$ cat src/rtl/wkf_pkg.sv
package wkf_pkg;

    localparam int CFG_W = 6;

    localparam logic [2:0] TRIG_LVL_LO = 3'd0;
    localparam logic [2:0] TRIG_FALL   = 3'd1;
    localparam logic [2:0] TRIG_RISE   = 3'd2;
    localparam logic [2:0] TRIG_BOTH   = 3'd3;
    localparam logic [2:0] TRIG_LVL_HI = 3'd4;

    // Field order matches the register word: status[5] mask[4] en[3] trig[2:0]
    typedef struct packed {
        logic       status;
        logic       mask;
        logic       en;
        logic [2:0] trig;
    } pin_cfg_t;

    typedef struct packed {
        pin_cfg_t cfg;
        logic     prev;
    } pin_state_t;

endpackage

$ cat src/rtl/wkf_sync.sv
module wkf_sync #(
    parameter int WIDTH  = 8,
    parameter int STAGES = 2
) (
    input  logic             clk_i,
    input  logic             rst_ni,
    input  logic [WIDTH-1:0] async_i,
    output logic [WIDTH-1:0] sync_o
);

    logic [WIDTH-1:0] stage_d [STAGES];
    logic [WIDTH-1:0] stage_q [STAGES];

    always_comb begin
        stage_d[0] = async_i;
        for (int s = 1; s < STAGES; s++) begin
            stage_d[s] = stage_q[s-1];
        end
    end

    for (genvar g = 0; g < STAGES; g++) begin : g_stage
        always_ff @(posedge clk_i or negedge rst_ni) begin
            if (!rst_ni) stage_q[g] <= '0;
            else         stage_q[g] <= stage_d[g];
        end
    end

    assign sync_o = stage_q[STAGES-1];

endmodule

$ cat src/rtl/wkf_pin.sv
module wkf_pin
    import wkf_pkg::*;
#(
    parameter bit IS_GPIO = 1'b0
) (
    input  logic             clk_i,
    input  logic             rst_ni,
    input  logic             sync_i,
    input  logic             sec_mode_i,
    input  logic             wr_i,
    input  logic [CFG_W-1:0] wr_data_i,
    output pin_cfg_t         cfg_o,
    output logic             irq_o
);

    pin_state_t st_d, st_q;
    logic       sec_gpio;
    logic       evt;
    logic       set_evt;
    pin_cfg_t   wr_cfg;

    assign sec_gpio = sec_mode_i && IS_GPIO;
    assign wr_cfg   = pin_cfg_t'(wr_data_i);

    always_comb begin
        unique case (st_q.cfg.trig)
            TRIG_LVL_LO: evt = !sync_i;
            TRIG_FALL:   evt = st_q.prev && !sync_i;
            TRIG_RISE:   evt = !st_q.prev && sync_i;
            TRIG_BOTH:   evt = st_q.prev ^ sync_i;
            default:     evt = sync_i;
        endcase

        set_evt = sec_gpio && st_q.cfg.en && evt;

        st_d      = st_q;
        st_d.prev = sync_i;
        if (wr_i) begin
            st_d.cfg        = wr_cfg;
            st_d.cfg.status = (st_q.cfg.status && wr_cfg.status) || set_evt;
        end else begin
            st_d.cfg.status = st_q.cfg.status || set_evt;
        end

        if (sec_gpio) irq_o = st_q.cfg.status && !st_q.cfg.mask;
        else          irq_o = st_q.cfg.en && evt;
    end

    always_ff @(posedge clk_i or negedge rst_ni) begin
        if (!rst_ni) st_q <= '0;
        else         st_q <= st_d;
    end

    assign cfg_o = st_q.cfg;

    // status is sticky until an explicit clear write
    a_r10_status_sticky: assert property (@(posedge clk_i) disable iff (!rst_ni)
        st_q.cfg.status && !(wr_i && !wr_cfg.status) |=> st_q.cfg.status);

    // no latch on a disabled pin
    a_r11_no_set_disabled: assert property (@(posedge clk_i) disable iff (!rst_ni)
        !st_q.cfg.status && !st_q.cfg.en |=> !st_q.cfg.status);

    // no latch outside secondary mode or on direct pins
    a_r11_no_set_pass: assert property (@(posedge clk_i) disable iff (!rst_ni)
        !st_q.cfg.status && !sec_gpio |=> !st_q.cfg.status);

    // a masked latched output stays low
    a_r9_masked_quiet: assert property (@(posedge clk_i) disable iff (!rst_ni)
        sec_gpio && st_q.cfg.mask |-> !irq_o);

    // a rising-edge pulse lasts one cycle
    a_r5_pulse_once: assert property (@(posedge clk_i) disable iff (!rst_ni)
        !sec_gpio && st_q.cfg.trig == TRIG_RISE && irq_o && !wr_i
        |=> !irq_o || sec_gpio);

endmodule

$ cat src/rtl/wkf_forwarder.sv
module wkf_forwarder
    import wkf_pkg::*;
#(
    parameter int NUM_DIRECT = 4,
    parameter int NUM_GPIO   = 4,
    parameter int ADDR_W     = 8,
    parameter int DATA_W     = 32,
    parameter int MODE_ADDR  = (1 << ADDR_W) - 1
) (
    input  logic                           clk_i,
    input  logic                           rst_ni,
    input  logic [NUM_DIRECT+NUM_GPIO-1:0] irq_i,
    input  logic                           wr_en_i,
    input  logic [ADDR_W-1:0]              addr_i,
    input  logic [DATA_W-1:0]              wr_data_i,
    output logic [DATA_W-1:0]              rd_data_o,
    output logic [NUM_DIRECT+NUM_GPIO-1:0] irq_o
);

    localparam int NUM_PINS = NUM_DIRECT + NUM_GPIO;
    localparam logic [ADDR_W-1:0] MODE_A = ADDR_W'(MODE_ADDR);

    typedef struct packed {
        logic sec_mode;
    } top_state_t;

    top_state_t            top_d, top_q;
    logic [NUM_PINS-1:0]   irq_sync;
    logic [NUM_PINS-1:0]   pin_wr;
    pin_cfg_t              pin_cfg [NUM_PINS];
    logic                  mode_wr;
    logic                  unused_wr_hi;

    assign unused_wr_hi = ^wr_data_i[DATA_W-1:CFG_W];

    wkf_sync #(.WIDTH(NUM_PINS), .STAGES(2)) i_sync (
        .clk_i  (clk_i),
        .rst_ni (rst_ni),
        .async_i(irq_i),
        .sync_o (irq_sync)
    );

    for (genvar p = 0; p < NUM_PINS; p++) begin : g_pin
        assign pin_wr[p] = wr_en_i && (addr_i == ADDR_W'(p));
        wkf_pin #(.IS_GPIO(p >= NUM_DIRECT)) i_pin (
            .clk_i     (clk_i),
            .rst_ni    (rst_ni),
            .sync_i    (irq_sync[p]),
            .sec_mode_i(top_q.sec_mode),
            .wr_i      (pin_wr[p]),
            .wr_data_i (wr_data_i[CFG_W-1:0]),
            .cfg_o     (pin_cfg[p]),
            .irq_o     (irq_o[p])
        );
    end

    assign mode_wr = wr_en_i && (addr_i == MODE_A);

    always_comb begin
        top_d = top_q;
        if (mode_wr) top_d.sec_mode = wr_data_i[0];

        rd_data_o = '0;
        if (addr_i == MODE_A) rd_data_o[0] = top_q.sec_mode;
        for (int p = 0; p < NUM_PINS; p++) begin
            if (addr_i == ADDR_W'(p)) rd_data_o[CFG_W-1:0] = pin_cfg[p];
        end
    end

    always_ff @(posedge clk_i or negedge rst_ni) begin
        if (!rst_ni) top_q <= '0;
        else         top_q <= top_d;
    end

    // mode register takes bit 0 of a write to its address
    a_r3_mode_write: assert property (@(posedge clk_i) disable iff (!rst_ni)
        mode_wr |=> top_q.sec_mode == $past(wr_data_i[0]));

    // mode holds without a write
    a_r3_mode_hold: assert property (@(posedge clk_i) disable iff (!rst_ni)
        !mode_wr |=> $stable(top_q.sec_mode));

endmodule

$ cat config.mk
export PLATFORM = sky130hd
export DESIGN_NAME = wkf_forwarder
export DESIGN_NICKNAME = d
export VERILOG_FILES = /design/src/rtl/wkf_pkg.sv /design/src/rtl/wkf_sync.sv /design/src/rtl/wkf_pin.sv /design/src/rtl/wkf_forwarder.sv
export SDC_FILE = /design/constraint.sdc
export NUM_CORES = 1
export LEC_CHECK = 0
export CAP_MARGIN = 25
export CORE_AREA = 3 3 92 94
export CTS_CLUSTER_DIAMETER = 200
export DETAILED_ROUTE_END_ITERATION = 12
export DIE_AREA = 0 0 95 97
export MAX_ROUTING_LAYER = met4
export PLACE_DENSITY = 0.88
export SLEW_MARGIN = 20
export SYNTH_ARGS = -nofsm -noshare
export SYNTH_HDL_FRONTEND = slang
export SYNTH_SLANG_ARGS = --single-unit
$ cat constraint.sdc
create_clock -name clk_i -period 4.4 [get_ports clk_i]
set_input_delay 0.88 -clock clk_i [delete_from_list [all_inputs] [get_ports clk_i]]
set_output_delay 0.88 -clock clk_i [all_outputs]
set_load 0.02 [all_outputs]
==> results of run 1 <==
## power groups by stage
stage / clock network [W] / registers (W) / logic (W)
2_1_floorplan: 0 / 0.000731 / 0.000142
3_3_place_gp: 0 / 0.000740 / 0.000184
5_1_grt: 0.000639 / 0.000735 / 0.000210
6_report: 0.000596 / 0.000730 / 0.000191
3_5_place_dp: 0 / 0.000743 / 0.000191
4_1_cts: 0.000608 / 0.000730 / 0.000193
## cell families after synthesis
logic type	Yosys count	synth area share (%)
muxes	58	20.2
AOI/OAI and AO/OA	51	9.07
other	1	0.0971
and+or+nand+nor	54	7.71
buffers and inverters	72	10.4
DFF	73	47.3
adders and majority gates	16	5.18
## stage by stage
stage | utilization [%] | hold slack, ns | instances
3_3_place_gp | 54.4 | 0.331 | 452
3_5_place_dp | 54.4 | 0.335 | 452
4_1_cts | 57.4 | 0.346 | 468
6_report | 57.4 | 0.341 | 468
5_1_grt | 57.4 | 0.361 | 468
2_1_floorplan | - | 0.331 | 350
## layout make-up
class                   count  area [um^2]
flip-flops and latches     73         1830
fillers                   643         3290
well taps                 102          128
clock buffers              12          155
clock inverters             4         75.1
repair buffers             43          415
multi-input cells         205         1730
inverters                  29          109
## synthesized netlist by cell type (all sizes together)
cell type   n  share of area (%)
nand2      11                1.1
or3         1               0.16
a2111oi     1               0.23
nor3        1               0.13
dfrtp      73                 47
mux2i       6                1.6
o21bai      1               0.19
nand2b      4               0.65
clkbuf      5               0.49
mux2       40                 12
conb        1              0.097
nor3b       1               0.19
nand4       2               0.32
or2         1               0.16
o221ai      1               0.23
a21oi       6               0.78
a211o       1               0.23
a22oi       1               0.19
nor2       14                1.4
a21boi      1               0.19
o21a        4               0.78
mux4       12                7.0
a211oi      4               0.78
o31ai       8                1.6
a221o       1               0.26
ha         16                5.2
nor2b       2               0.32
o211ai      3               0.58
nand3       6               0.78
buf        38                7.1
nor4        3               0.87
o22ai       1               0.16
o21ai      13                1.7
nand3b      7                1.4
inv        29                2.8
o211a       3               0.78
a31o        2               0.45
and4bb      1               0.32
## flip-flops by register name (all words and copies together), names as in the netlist
signal / cells
i_sync.sync_o: 8
g_pin.i_pin.cfg_o: 48
g_pin.i_pin.st_q: 8
top_q: 1
i_sync.stage_d: 8
## per-layer routing
metal	wire, um	track usage (%)	vias to the layer above	part of all wire, %
met2	4010	29.8	106	50
li1	-	-	1164	-
met5	0	-	-	0
met4	153	8.44	0	1.9
met1	3250	24.1	1270	41
met3	548	4.04	12	6.9
## worst min-delay path by stage
stage | start | endpoint
6_report | i_sync.stage_d[5]$_DFF_PN0_ | i_sync.sync_o[5]$_DFF_PN0_
4_1_cts | i_sync.stage_d[5]$_DFF_PN0_ | i_sync.sync_o[5]$_DFF_PN0_
3_5_place_dp | i_sync.stage_d[1]$_DFF_PN0_ | i_sync.sync_o[1]$_DFF_PN0_
5_1_grt | i_sync.stage_d[6]$_DFF_PN0_ | i_sync.sync_o[6]$_DFF_PN0_
2_1_floorplan | i_sync.stage_d[0]$_DFF_PN0_ | i_sync.sync_o[0]$_DFF_PN0_
3_3_place_gp | i_sync.stage_d[7]$_DFF_PN0_ | i_sync.sync_o[7]$_DFF_PN0_
## critical path: stages
cell and delay (ns):
clkdlybuf4s50_1 0.52, buf_4 0.31, nand3_1 0.16, nor4_1 0.34, o22ai_1 0.16, o221ai_1 0.16
clkdlybuf4s50_1 0.67
==> key figures, run 1 <==
Placement
  – Final Wtd Congestion: 0.880
  – Setup Slack @ Placement: approximately 0.35 ns
  – Cell area after placement: ~0.0042 mm^2
  – IO buf count: 38
  – HPWL Detailed: 5.85 mm

GRT
  – Vias in the first global route: roughly 2600
  – Largest net degree at the start of global routing: between 70 and 80
  – Global-route wire length before repair: about 13 mm
  – GRT Overall Usage: 19.2%
  – Antenna violations before repair: 0
  – Global route overflow: 0

Clocking
  – CTS clock-pin slew for the worst setup and hold paths: 0.08 ns
  – PostCTS Resize Cnt: 0
  – Skew-Pair Late Insertion Delay: 0.34 ns
  – H-tree depth: 3
  – Clock buffer depth: 2
  – Root Driver: clkbuf_8
  – CTS buffer count: 9
  – CTS tree: done
  – Post-CTS setup buffer count: 0
  – CTS sink cnt: 73
  – CTS hold repair buffers: 0

STA
  – Period utilization: 92.8%
  – Tightest Pin Transition: just under 0.9 ns
  – Final hold violation count: 0
  – Slew Viols, Final: 0
  – Final critical-path setup slack: roughly 0.32 ns
  – Relative slew slack: approximately two fifths
  – RSZ-0062 raised after global routing: false
  – Setup TNS Final: 0 ns
  – Tmin final: just over 4 ns
  – Fmax: 0.245 GHz
  – Clk_skew: 0.00876 ns
  – Final setup fails: 0

Logic synthesis
  – Mean area per synthesized cell: 11.9 um^2
  – Cell count after synthesis: approximately 330
  – Register area share after synthesis: 47.3%
  – FF+latch count, synth: 73
  – Synth Warn #: 0
  – Synth unique cells: 41
  – Mapped Area: 0.00386 mm^2

Routing
  – Vias: roughly 2600
  – Pre-antenna DRT Iters: 4
  – Starting DRT DRC Count: 232
  – # DRC: 0
  – Wirelength, routed: 7.95 mm
  – Via density: 5.45
  – Antenna-violating nets left: 0
  – WL/cell: 17.0 um

Pwr
  – Design Power: 0.00152 W
  – Max IR drop VDD: 0.141 mV
  – Switch share: 25.1%
  – Power Density: 342 mW/mm^2
  – Seq pwr share: 48.1%
  – Pint: 0.00114 W
  – Clock power share: 39.3%
  – P_sw: 0.000380 W
  – Gate power share: roughly an eighth
  – Lkg Pwr: between 2 and 2.5 nW

Run status
  – Outcome: complete, no violations

Critical path
  – Worst Setup SP: addr_i[1]
  – Worst R2R Path Depth: 5
  – Critical path class: in2out
  – CP Capture Point: rd_data_o[0]
  – R2R Setup Slk: ~2.7 ns
  – RR Startpoint: i_sync.sync_o[7]$_DFF_PN0_
  – Worst-path maximum fanout: 26
  – Crit end category: output pin
  – Critical path required time: about 3.5 ns
  – Reg2reg end: g_pin[7].i_pin.cfg_o[5]$_DFF_PN0_
  – Crit path arrival time: 3.20 ns
  – Critical Path Start Type: input port

Floorplan
  – Die ar.: ~0.0092 mm^2
  – Core area: ~0.0077 mm^2
  – Starting Density: 50.0%
  – Die width: 95 um
  – IO Count: 91
  – Site row count: 32
  – Die Y-Extent: 97 um

Cells and area
  – Finished Cell Area: 0.00444 mm^2
  – Antenna cells: 0
  – Most frequent cells in the layout: dfrtp_1, mux2_2, clkdlybuf4s50_1, inv_1, conb_1
  – Layout area overhead: 14.9%
  – Share of layout cells above drive strength 1: 21.3%
  – Most common cell after layout, fill and taps aside: dfrtp_1
  – Nets: 428

Min path
  – Min-Delay Path Class: reg2reg
  – Worst hold path depth: 0

Job
  – Max Cap Viol: 0
Power figures use the tool's default switching activity.
==> run 2, diff against run 1 <==
--- a/config.mk
+++ b/config.mk
@@ -5,11 +5,12 @@
 export SDC_FILE = /design/constraint.sdc
 export NUM_CORES = 1
 export LEC_CHECK = 0
+export ABC_AREA = 1
 export CAP_MARGIN = 25
-export CORE_AREA = 3 3 92 94
+export CORE_AREA = 3 3 93 95
 export CTS_CLUSTER_DIAMETER = 200
 export DETAILED_ROUTE_END_ITERATION = 12
-export DIE_AREA = 0 0 95 97
+export DIE_AREA = 0 0 96 98
 export MAX_ROUTING_LAYER = met4
 export PLACE_DENSITY = 0.88
 export SLEW_MARGIN = 20
==> constraint.sdc (replaced) <==
create_clock -name clk_i -period 4.4 [get_ports clk_i]
set_input_delay 0.88 -clock clk_i [delete_from_list [all_inputs] [get_ports clk_i]]
set_output_delay 0.88 -clock clk_i [all_outputs]
set_load 0.005 [all_outputs]
==> key figures, run 2 <==
Run status
  – Outcome: complete, no violations (unchanged)

Cells and area
  – Nets: 558 (was 428)
  – Sequential cell area: 0.00183 mm^2 (unchanged)
  – Area occupied by multi-input gates: 0.00169 mm^2 (was 0.00173 mm^2)
  – Fillers: 693 (was 643)
  – Layout area overhead: 11.9% (was 14.9%)
  – Most frequent cells in the layout: nand2_1, dfrtp_1, inv_1, clkdlybuf4s50_1, nand3_1 (was dfrtp_1, mux2_2, clkdlybuf4s50_1, inv_1, conb_1)
  – Antenna cells: 0 (unchanged)
  – Share of layout cells above drive strength 1: 12.5% (was 21.3%)
  – Max FFs per register: 48 (unchanged)
  – Most common cell after layout, fill and taps aside: nand2_1 (was dfrtp_1)

GRT
  – Met3 GRT Util: 3.00% (was 4.04%)
  – M2 GR Usage: 32.8% (was 29.8%)
  – Global-route wire length before repair: 14.1 mm (was 13.2 mm)
  – Antenna violations before repair: 0 (unchanged)
  – Most Crowded Layer GR: met2 (unchanged)
  – Vias in the first global route: 3018 (was 2594)
  – Met1 Use GR: 24.8% (was 24.1%)
  – Global route overflow: 0 (unchanged)
  – Largest net degree at the start of global routing: 74 (unchanged)
  – GRT Overall Usage: 20.1% (was 19.2%)

Critical path
  – Crit path arrival time: 2.98 ns (was 3.20 ns)
  – Crit end category: output pin (unchanged)
  – Critical path required time: 3.52 ns (about the same)
  – Cell family contributing the most delay on the critical path: buffers and inverters (unchanged)
  – Crit path buf inv count: 3 (unchanged)
  – Worst-path cell chain: clkdlybuf4s50_1, inv_1, nand2_1, nor2_4, nand2_1, nor2_1, nor3_1, nand4_1, clkdlybuf4s50_1 (was clkdlybuf4s50_1, buf_4, nand3_1, nor4_1, o22ai_1, o221ai_1, clkdlybuf4s50_1)
  – R2R Setup Slk: 3.10 ns (was 2.74 ns)
  – Critical Path Start Type: input port (unchanged)
  – Max incr delay on CP: 0.57 ns (was 0.67 ns)
  – Worst R2R Path Depth: 6 (was 5)
  – Levels on crit path: 9 (was 7)
  – Critical path class: in2out (unchanged)
  – Worst-path maximum fanout: 5 (was 26)
  – Slowest-stage cell, CP: clkdlybuf4s50_1 (unchanged)
  – RR Startpoint: i_sync.sync_o[5]$_DFF_PN0_ (was i_sync.sync_o[7]$_DFF_PN0_)
  – Worst Setup SP: addr_i[3] (was addr_i[1])

STA
  – Setup TNS Final: 0 ns (unchanged)
  – Relative slew slack: 38.8% (was 40.6%)
  – Clk_skew: 0.0129 ns (was 0.00876 ns)
  – Slew Viols, Final: 0 (unchanged)
  – Final hold violation count: 0 (unchanged)
  – Period utilization: 87.8% (was 92.8%)
  – Final setup fails: 0 (unchanged)
  – Fmax: 0.259 GHz (was 0.245 GHz)
  – Tmin final: 3.86 ns (was 4.08 ns)
  – RSZ-0062 raised after global routing: false (unchanged)
  – Tightest Pin Transition: 0.918 ns (was 0.892 ns)
  – Final critical-path setup slack: 0.538 ns (was 0.319 ns)

Clocking
  – Post-CTS setup buffer count: 0 (unchanged)
  – CTS hold repair buffers: 0 (unchanged)
  – CTS buffer count: 9 (unchanged)
  – PostCTS Resize Cnt: 0 (unchanged)
  – CTS tree: done (unchanged)
  – Root Driver: clkbuf_8 (unchanged)
  – CTS clock-pin slew for the worst setup and hold paths: 0.07 ns (was 0.08 ns)
  – H-tree depth: 3 (unchanged)
  – CTS sink cnt: 73 (unchanged)
  – Clock buffer depth: 2 (unchanged)
  – Skew-Pair Late Insertion Delay: 0.35 ns (was 0.34 ns)

Routing
  – Vias: 3063 (was 2552)
  – Via density: 5.12 (was 5.45)
  – Pre-antenna DRT Iters: 4 (unchanged)
  – # DRC: 0 (unchanged)
  – Starting DRT DRC Count: 307 (was 232)
  – Antenna-violating nets left: 0 (unchanged)
  – Wirelength, routed: 8.65 mm (was 7.95 mm)
  – WL/cell: 14.5 um (was 17.0 um)

Min path
  – Worst hold start: i_sync.stage_d[7]$_DFF_PN0_ (was i_sync.stage_d[5]$_DFF_PN0_)
  – Worst hold path depth: 0 (unchanged)
  – Min-Delay Path Class: reg2reg (unchanged)

Logic synthesis
  – Area leader, netlist: dfrtp_1 (unchanged)
  – Synth area leaders: dfrtp_1, nand2_1, buf_4, ha_1, o21ai_2 (was dfrtp_1, mux2_2, mux4_2, buf_4, ha_1)
  – Mean area per synthesized cell: 8.62 um^2 (was 11.9 um^2)
  – Register area share after synthesis: 46.3% (was 47.3%)
  – Top FF cell, synth: dfrtp_1 (unchanged)
  – Cell count after synthesis: 458 (was 325)
  – Synth unique cells: 28 (was 41)
  – FF+latch count, synth: 73 (unchanged)
  – Mapped Area: 0.00395 mm^2 (was 0.00386 mm^2)
  – Async SR Flop Fraction: 100% (unchanged)
  – Top cell type's share of synthesized area: 46.3% (was 47.3%)
  – Most instantiated library cell after synthesis: nand2_1 (was dfrtp_1)
  – Top cells by count, synth: nand2_1, dfrtp_1, inv_1 (was dfrtp_1, mux2_2, buf_4)
  – Post-synth EDFFs: 0 (unchanged)
  – Synth Warn #: 0 (unchanged)

Pwr
  – Lkg Pwr: 2.06 nW (about the same)
  – Gate power share: 10.8% (was 12.6%)
  – Pint: 0.000995 W (was 0.00114 W)
  – Seq pwr share: 53.9% (was 48.1%)
  – P_sw: 0.000362 W (was 0.000380 W)
  – Max IR drop VDD: 0.200 mV (was 0.141 mV)
  – Switch share: 26.7% (was 25.1%)
  – Design Power: 0.00136 W (was 0.00152 W)
  – Power Density: 307 mW/mm^2 (was 342 mW/mm^2)
  – Clock power share: 35.3% (was 39.3%)

Floorplan
  – Site row count: 32 (unchanged)
  – Starting Density: 50.6% (was 50.0%)
  – Die width: 96 um (was 95 um)
  – IO Count: 91 (unchanged)
  – Core area: 0.00781 mm^2 (was 0.00773 mm^2)
  – Die ar.: 0.00941 mm^2 (was 0.00922 mm^2)
  – Die Y-Extent: 98 um (was 97 um)

Placement
  – Setup Slack @ Placement: 0.574 ns (was 0.354 ns)
  – IO buf count: 38 (unchanged)
  – HPWL Detailed: 6.51 mm (was 5.85 mm)
  – Final Wtd Congestion: 0.965 (was 0.880)

Job
  – Max Cap Viol: 0 (unchanged)
==> run 2: kinds of logic (layout without fill, tap and decap cells) <==
group | after synthesis | in the layout | synth area share, %
AOI/OAI and AO/OA | 90 | 90 | 14.4
adders and majority gates | 16 | 16 | 5.07
buffers and inverters | 97 | 110 | 13.2
DFF | 73 | 73 | 46.3
other | 1 | 26 | 0.0950
and+or+nand+nor | 181 | 181 | 21.0
==> run 2: metal layers <==
layer / up-vias / wire (um)
met3: 19 / 501
met5: - / 0
met2: 97 / 4380
li1: 1497 / -
met4: 0 / 211
met1: 1450 / 3550
==> run 2: metrics by stage <==
step                utilization (%)  cells  hold slack (ns)  area, um^2
floorplan                         -    483            0.331        4040
global placement               54.2    582            0.331        4240
detailed placement             54.2    582            0.335        4240
CTS                            56.6    598            0.353        4420
global route                   56.6    598            0.356        4420
finish                         56.6    598            0.351        4420
==> run 2: layout make-up <==
class                      count  share of cell area [%]
clock buffer                  11                    3.43
clock inverter                 5                   0.680
inverter                      56                    4.76
multi-input combinational    313                    38.3
sequential                    73                    41.4
tap                          102                    2.89
timing repair buffer          38                    8.56
==> run 2: final timing paths <==
| path | end |
|---|---|
| max in group asynchronous | g_pin[1].i_pin.cfg_o[2]$_DFFE_PN0P_ |
| worst min-delay path | i_sync.sync_o[7]$_DFF_PN0_ |
| worst min register to register | i_sync.sync_o[7]$_DFF_PN0_ |
| min in group asynchronous | i_sync.stage_d[0]$_DFF_PN0_ |
| worst max register to register | g_pin[5].i_pin.cfg_o[5]$_DFF_PN0_ |
| worst max-delay path | rd_data_o[3] |
==> run 2: power by group through the flow <==
stage	registers [W]	logic, W	clock network [W]
floorplan	0.000736	0.000101	0
global placement	0.000742	0.000140	0
detailed placement	0.000744	0.000148	0
CTS	0.000731	0.000149	0.000484
global route	0.000737	0.000167	0.000509
finish	0.000732	0.000147	0.000478
==> run 2: worst reg2reg max path, cell delays in order (launching register included) <==
cell and delay (ns):
dfrtp_1 0.42, ha_1 0.28, nand2_1 0.07, o211ai_1 0.09, nand3b_1 0.12, nand3_1 0.10, o21ai_0 0.15
==> run 3, diff against run 2 <==
--- a/config.mk
+++ b/config.mk
@@ -5,12 +5,12 @@
 export SDC_FILE = /design/constraint.sdc
 export NUM_CORES = 1
 export LEC_CHECK = 0
-export ABC_AREA = 1
+export ABC_AREA = 0
 export CAP_MARGIN = 25
-export CORE_AREA = 3 3 93 95
+export CORE_AREA = 3 3 92 94
 export CTS_CLUSTER_DIAMETER = 200
 export DETAILED_ROUTE_END_ITERATION = 12
-export DIE_AREA = 0 0 96 98
+export DIE_AREA = 0 0 95 97
 export MAX_ROUTING_LAYER = met4
 export PLACE_DENSITY = 0.88
 export SLEW_MARGIN = 20
==> key figures, run 3 (same netlist as run 1, synthesis figures left out) <==
Run status
  – Outcome: complete, no violations (unchanged)

STA
  – Fmax: 0.250 GHz (was 0.259 GHz)
  – RSZ-0062 raised after global routing: false (unchanged)
  – Slew Viols, Final: 0 (unchanged)
  – Relative slew slack: 40.2% (was 38.8%)
  – Setup TNS Final: 0 ns (unchanged)
  – Final setup fails: 0 (unchanged)
  – Tmin final: 4.00 ns (was 3.86 ns)
  – Clk_skew: 0.0139 ns (was 0.0129 ns)
  – Period utilization: 90.8% (was 87.8%)
  – Tightest Pin Transition: 0.897 ns (was 0.918 ns)
  – Final critical-path setup slack: 0.405 ns (was 0.538 ns)
  – Final hold violation count: 0 (unchanged)

Routing
  – WL/cell: 17.2 um (was 14.5 um)
  – Via density: 5.55 (was 5.12)
  – Vias: 2599 (was 3063)
  – Starting DRT DRC Count: 236 (was 307)
  – Pre-antenna DRT Iters: 4 (unchanged)
  – # DRC: 0 (unchanged)
  – Wirelength, routed: 8.05 mm (was 8.65 mm)
  – Antenna-violating nets left: 0 (unchanged)

Placement
  – Final Wtd Congestion: 0.942 (was 0.965)
  – HPWL Detailed: 5.76 mm (was 6.51 mm)
  – IO buf count: 38 (unchanged)
  – Setup Slack @ Placement: 0.440 ns (was 0.574 ns)
  – Cell area after placement: 0.00421 mm^2 (was 0.00424 mm^2)

Pwr
  – Lkg Pwr: 2.08 nW (was 2.06 nW)
  – P_sw: 0.000356 W (was 0.000362 W)
  – Max IR drop VDD: 0.161 mV (was 0.200 mV)
  – Design Power: 0.00153 W (was 0.00136 W)
  – Seq pwr share: 47.7% (was 53.9%)
  – Switch share: 23.2% (was 26.7%)
  – Gate power share: 11.0% (was 10.8%)
  – Pint: 0.00118 W (was 0.000995 W)
  – Power Density: 344 mW/mm^2 (was 307 mW/mm^2)
  – Clock power share: 41.3% (was 35.3%)

Clocking
  – Root Driver: clkbuf_8 (unchanged)
  – Clock buffer depth: 2 (unchanged)
  – H-tree depth: 3 (unchanged)
  – CTS tree: done (unchanged)
  – CTS buffer count: 9 (unchanged)
  – CTS sink cnt: 73 (unchanged)
  – Skew-Pair Late Insertion Delay: 0.34 ns (was 0.35 ns)
  – CTS hold repair buffers: 0 (unchanged)
  – CTS clock-pin slew for the worst setup and hold paths: 0.07 ns (about the same)
  – PostCTS Resize Cnt: 0 (unchanged)
  – Post-CTS setup buffer count: 0 (unchanged)

Critical path
  – Worst-path cell chain: clkdlybuf4s50_1, buf_4, nand3_1, nor4_1, o22ai_1, o221ai_1, clkdlybuf4s50_1 (was clkdlybuf4s50_1, inv_1, nand2_1, nor2_4, nand2_1, nor2_1, nor3_1, nand4_1, clkdlybuf4s50_1)
  – Crit end category: output pin (unchanged)
  – Crit path arrival time: 3.12 ns (was 2.98 ns)
  – Critical path class: in2out (unchanged)
  – Critical path required time: 3.52 ns (about the same)
  – Worst-path maximum fanout: 8 (was 5)
  – Slowest-stage cell, CP: clkdlybuf4s50_1 (unchanged)
  – Max incr delay on CP: 0.69 ns (was 0.57 ns)
  – Critical Path Start Type: input port (unchanged)
  – Most frequent CP cell: clkdlybuf4s50_1

Cells and area
  – Fillers: 618 (was 693)
  – Max FFs per register: 48 (unchanged)
  – Most common cell after layout, fill and taps aside: dfrtp_1 (was nand2_1)
  – Antenna cells: 0 (unchanged)
  – Share of layout cells above drive strength 1: 21.6% (was 12.5%)
  – Layout area overhead: 15.4% (was 11.9%)
  – Nets: 429 (was 558)
  – Finished Cell Area: 0.00445 mm^2 (was 0.00442 mm^2)
  – Most frequent cells in the layout: dfrtp_1, mux2_2, clkdlybuf4s50_1, inv_1, conb_1 (was nand2_1, dfrtp_1, inv_1, clkdlybuf4s50_1, nand3_1)

Job
  – Max Cap Viol: 0 (unchanged)

Floorplan
  – IO Count: 91 (unchanged)
  – Core area: 0.00773 mm^2 (was 0.00781 mm^2)
  – Die width: 95 um (was 96 um)
  – Site row count: 32 (unchanged)
  – Die ar.: 0.00922 mm^2 (was 0.00941 mm^2)
  – Starting Density: 50.0% (was 50.6%)
  – Die Y-Extent: 97 um (was 98 um)

GRT
  – Vias in the first global route: 2610 (was 3018)
  – GRT Overall Usage: 19.1% (was 20.1%)
  – Largest net degree at the start of global routing: 74 (unchanged)
  – Antenna violations before repair: 0 (unchanged)
  – Global-route wire length before repair: 13.1 mm (was 14.1 mm)
  – Global route overflow: 0 (unchanged)

Min path
  – Min-Delay Path Class: reg2reg (unchanged)
[run 3: power by group through the flow]
stage	clock, W	combinational (W)	sequential [W]
6_report	0.000633	0.000169	0.000730
3_3_place_gp	0	0.000162	0.000740
5_1_grt	0.000674	0.000188	0.000734
2_1_floorplan	0	0.000117	0.000731
4_1_cts	0.000642	0.000170	0.000730
3_5_place_dp	0	0.000168	0.000743
[run 3: per-stage QoR]
stage / hold slack [ns] / instances / util (%)
floorplan: 0.331 / 350 / -
global placement: 0.332 / 453 / 54.5
detailed placement: 0.335 / 453 / 54.5
CTS: 0.352 / 468 / 57.6
global route: 0.356 / 468 / 57.6
finish: 0.350 / 468 / 57.6
[run 3: path summary, 6_finish.rpt]
| kind | startpoint | cells after the start | endpoint | slack (ns) |
|---|---|---|---|---|
| setup / recovery | addr_i[0] | 7 | rd_data_o[0] | 0.40 |
| hold / removal | i_sync.stage_d[6]$_DFF_PN0_ | 0 | i_sync.sync_o[6]$_DFF_PN0_ | 0.35 |
| setup reg to reg | i_sync.sync_o[7]$_DFF_PN0_ | 5 | g_pin[7].i_pin.cfg_o[5]$_DFF_PN0_ | 2.83 |
| hold reg to reg | i_sync.stage_d[6]$_DFF_PN0_ | 0 | i_sync.sync_o[6]$_DFF_PN0_ | 0.35 |
| max in group asynchronous | rst_ni | 1 | g_pin[3].i_pin.cfg_o[1]$_DFFE_PN0P_ | 3.15 |
| min in group asynchronous | rst_ni | 1 | i_sync.stage_d[7]$_DFF_PN0_ | 0.66 |
[run 3: per-layer routing]
metal / global-route usage [%] / vias up / share of wire (%)
met3: 4.12 / 30 / 7.2
li1: - / 1161 / -
met5: - / - / 0
met1: 24.5 / 1290 / 41
met4: 10.4 / 0 / 4.3
met2: 28.3 / 118 / 47
[run 3: layout make-up]
class                      count  area, um^2  share of cell area [%]
tap                          102         128                    2.87
inverter                      29         109                    2.44
sequential                    73        1830                    41.0
multi-input combinational    205        1730                    38.8
clock inverter                 5         104                    2.33
clock buffer                  10         138                    3.09
timing repair buffer          44         423                    9.49
[run 3: critical path: cells and delay by family]
kind,cells,cell delay [ns]
buffers and inverters,3,1.49
and+or+nand+nor,2,0.43
AOI/OAI and AO/OA,2,0.30
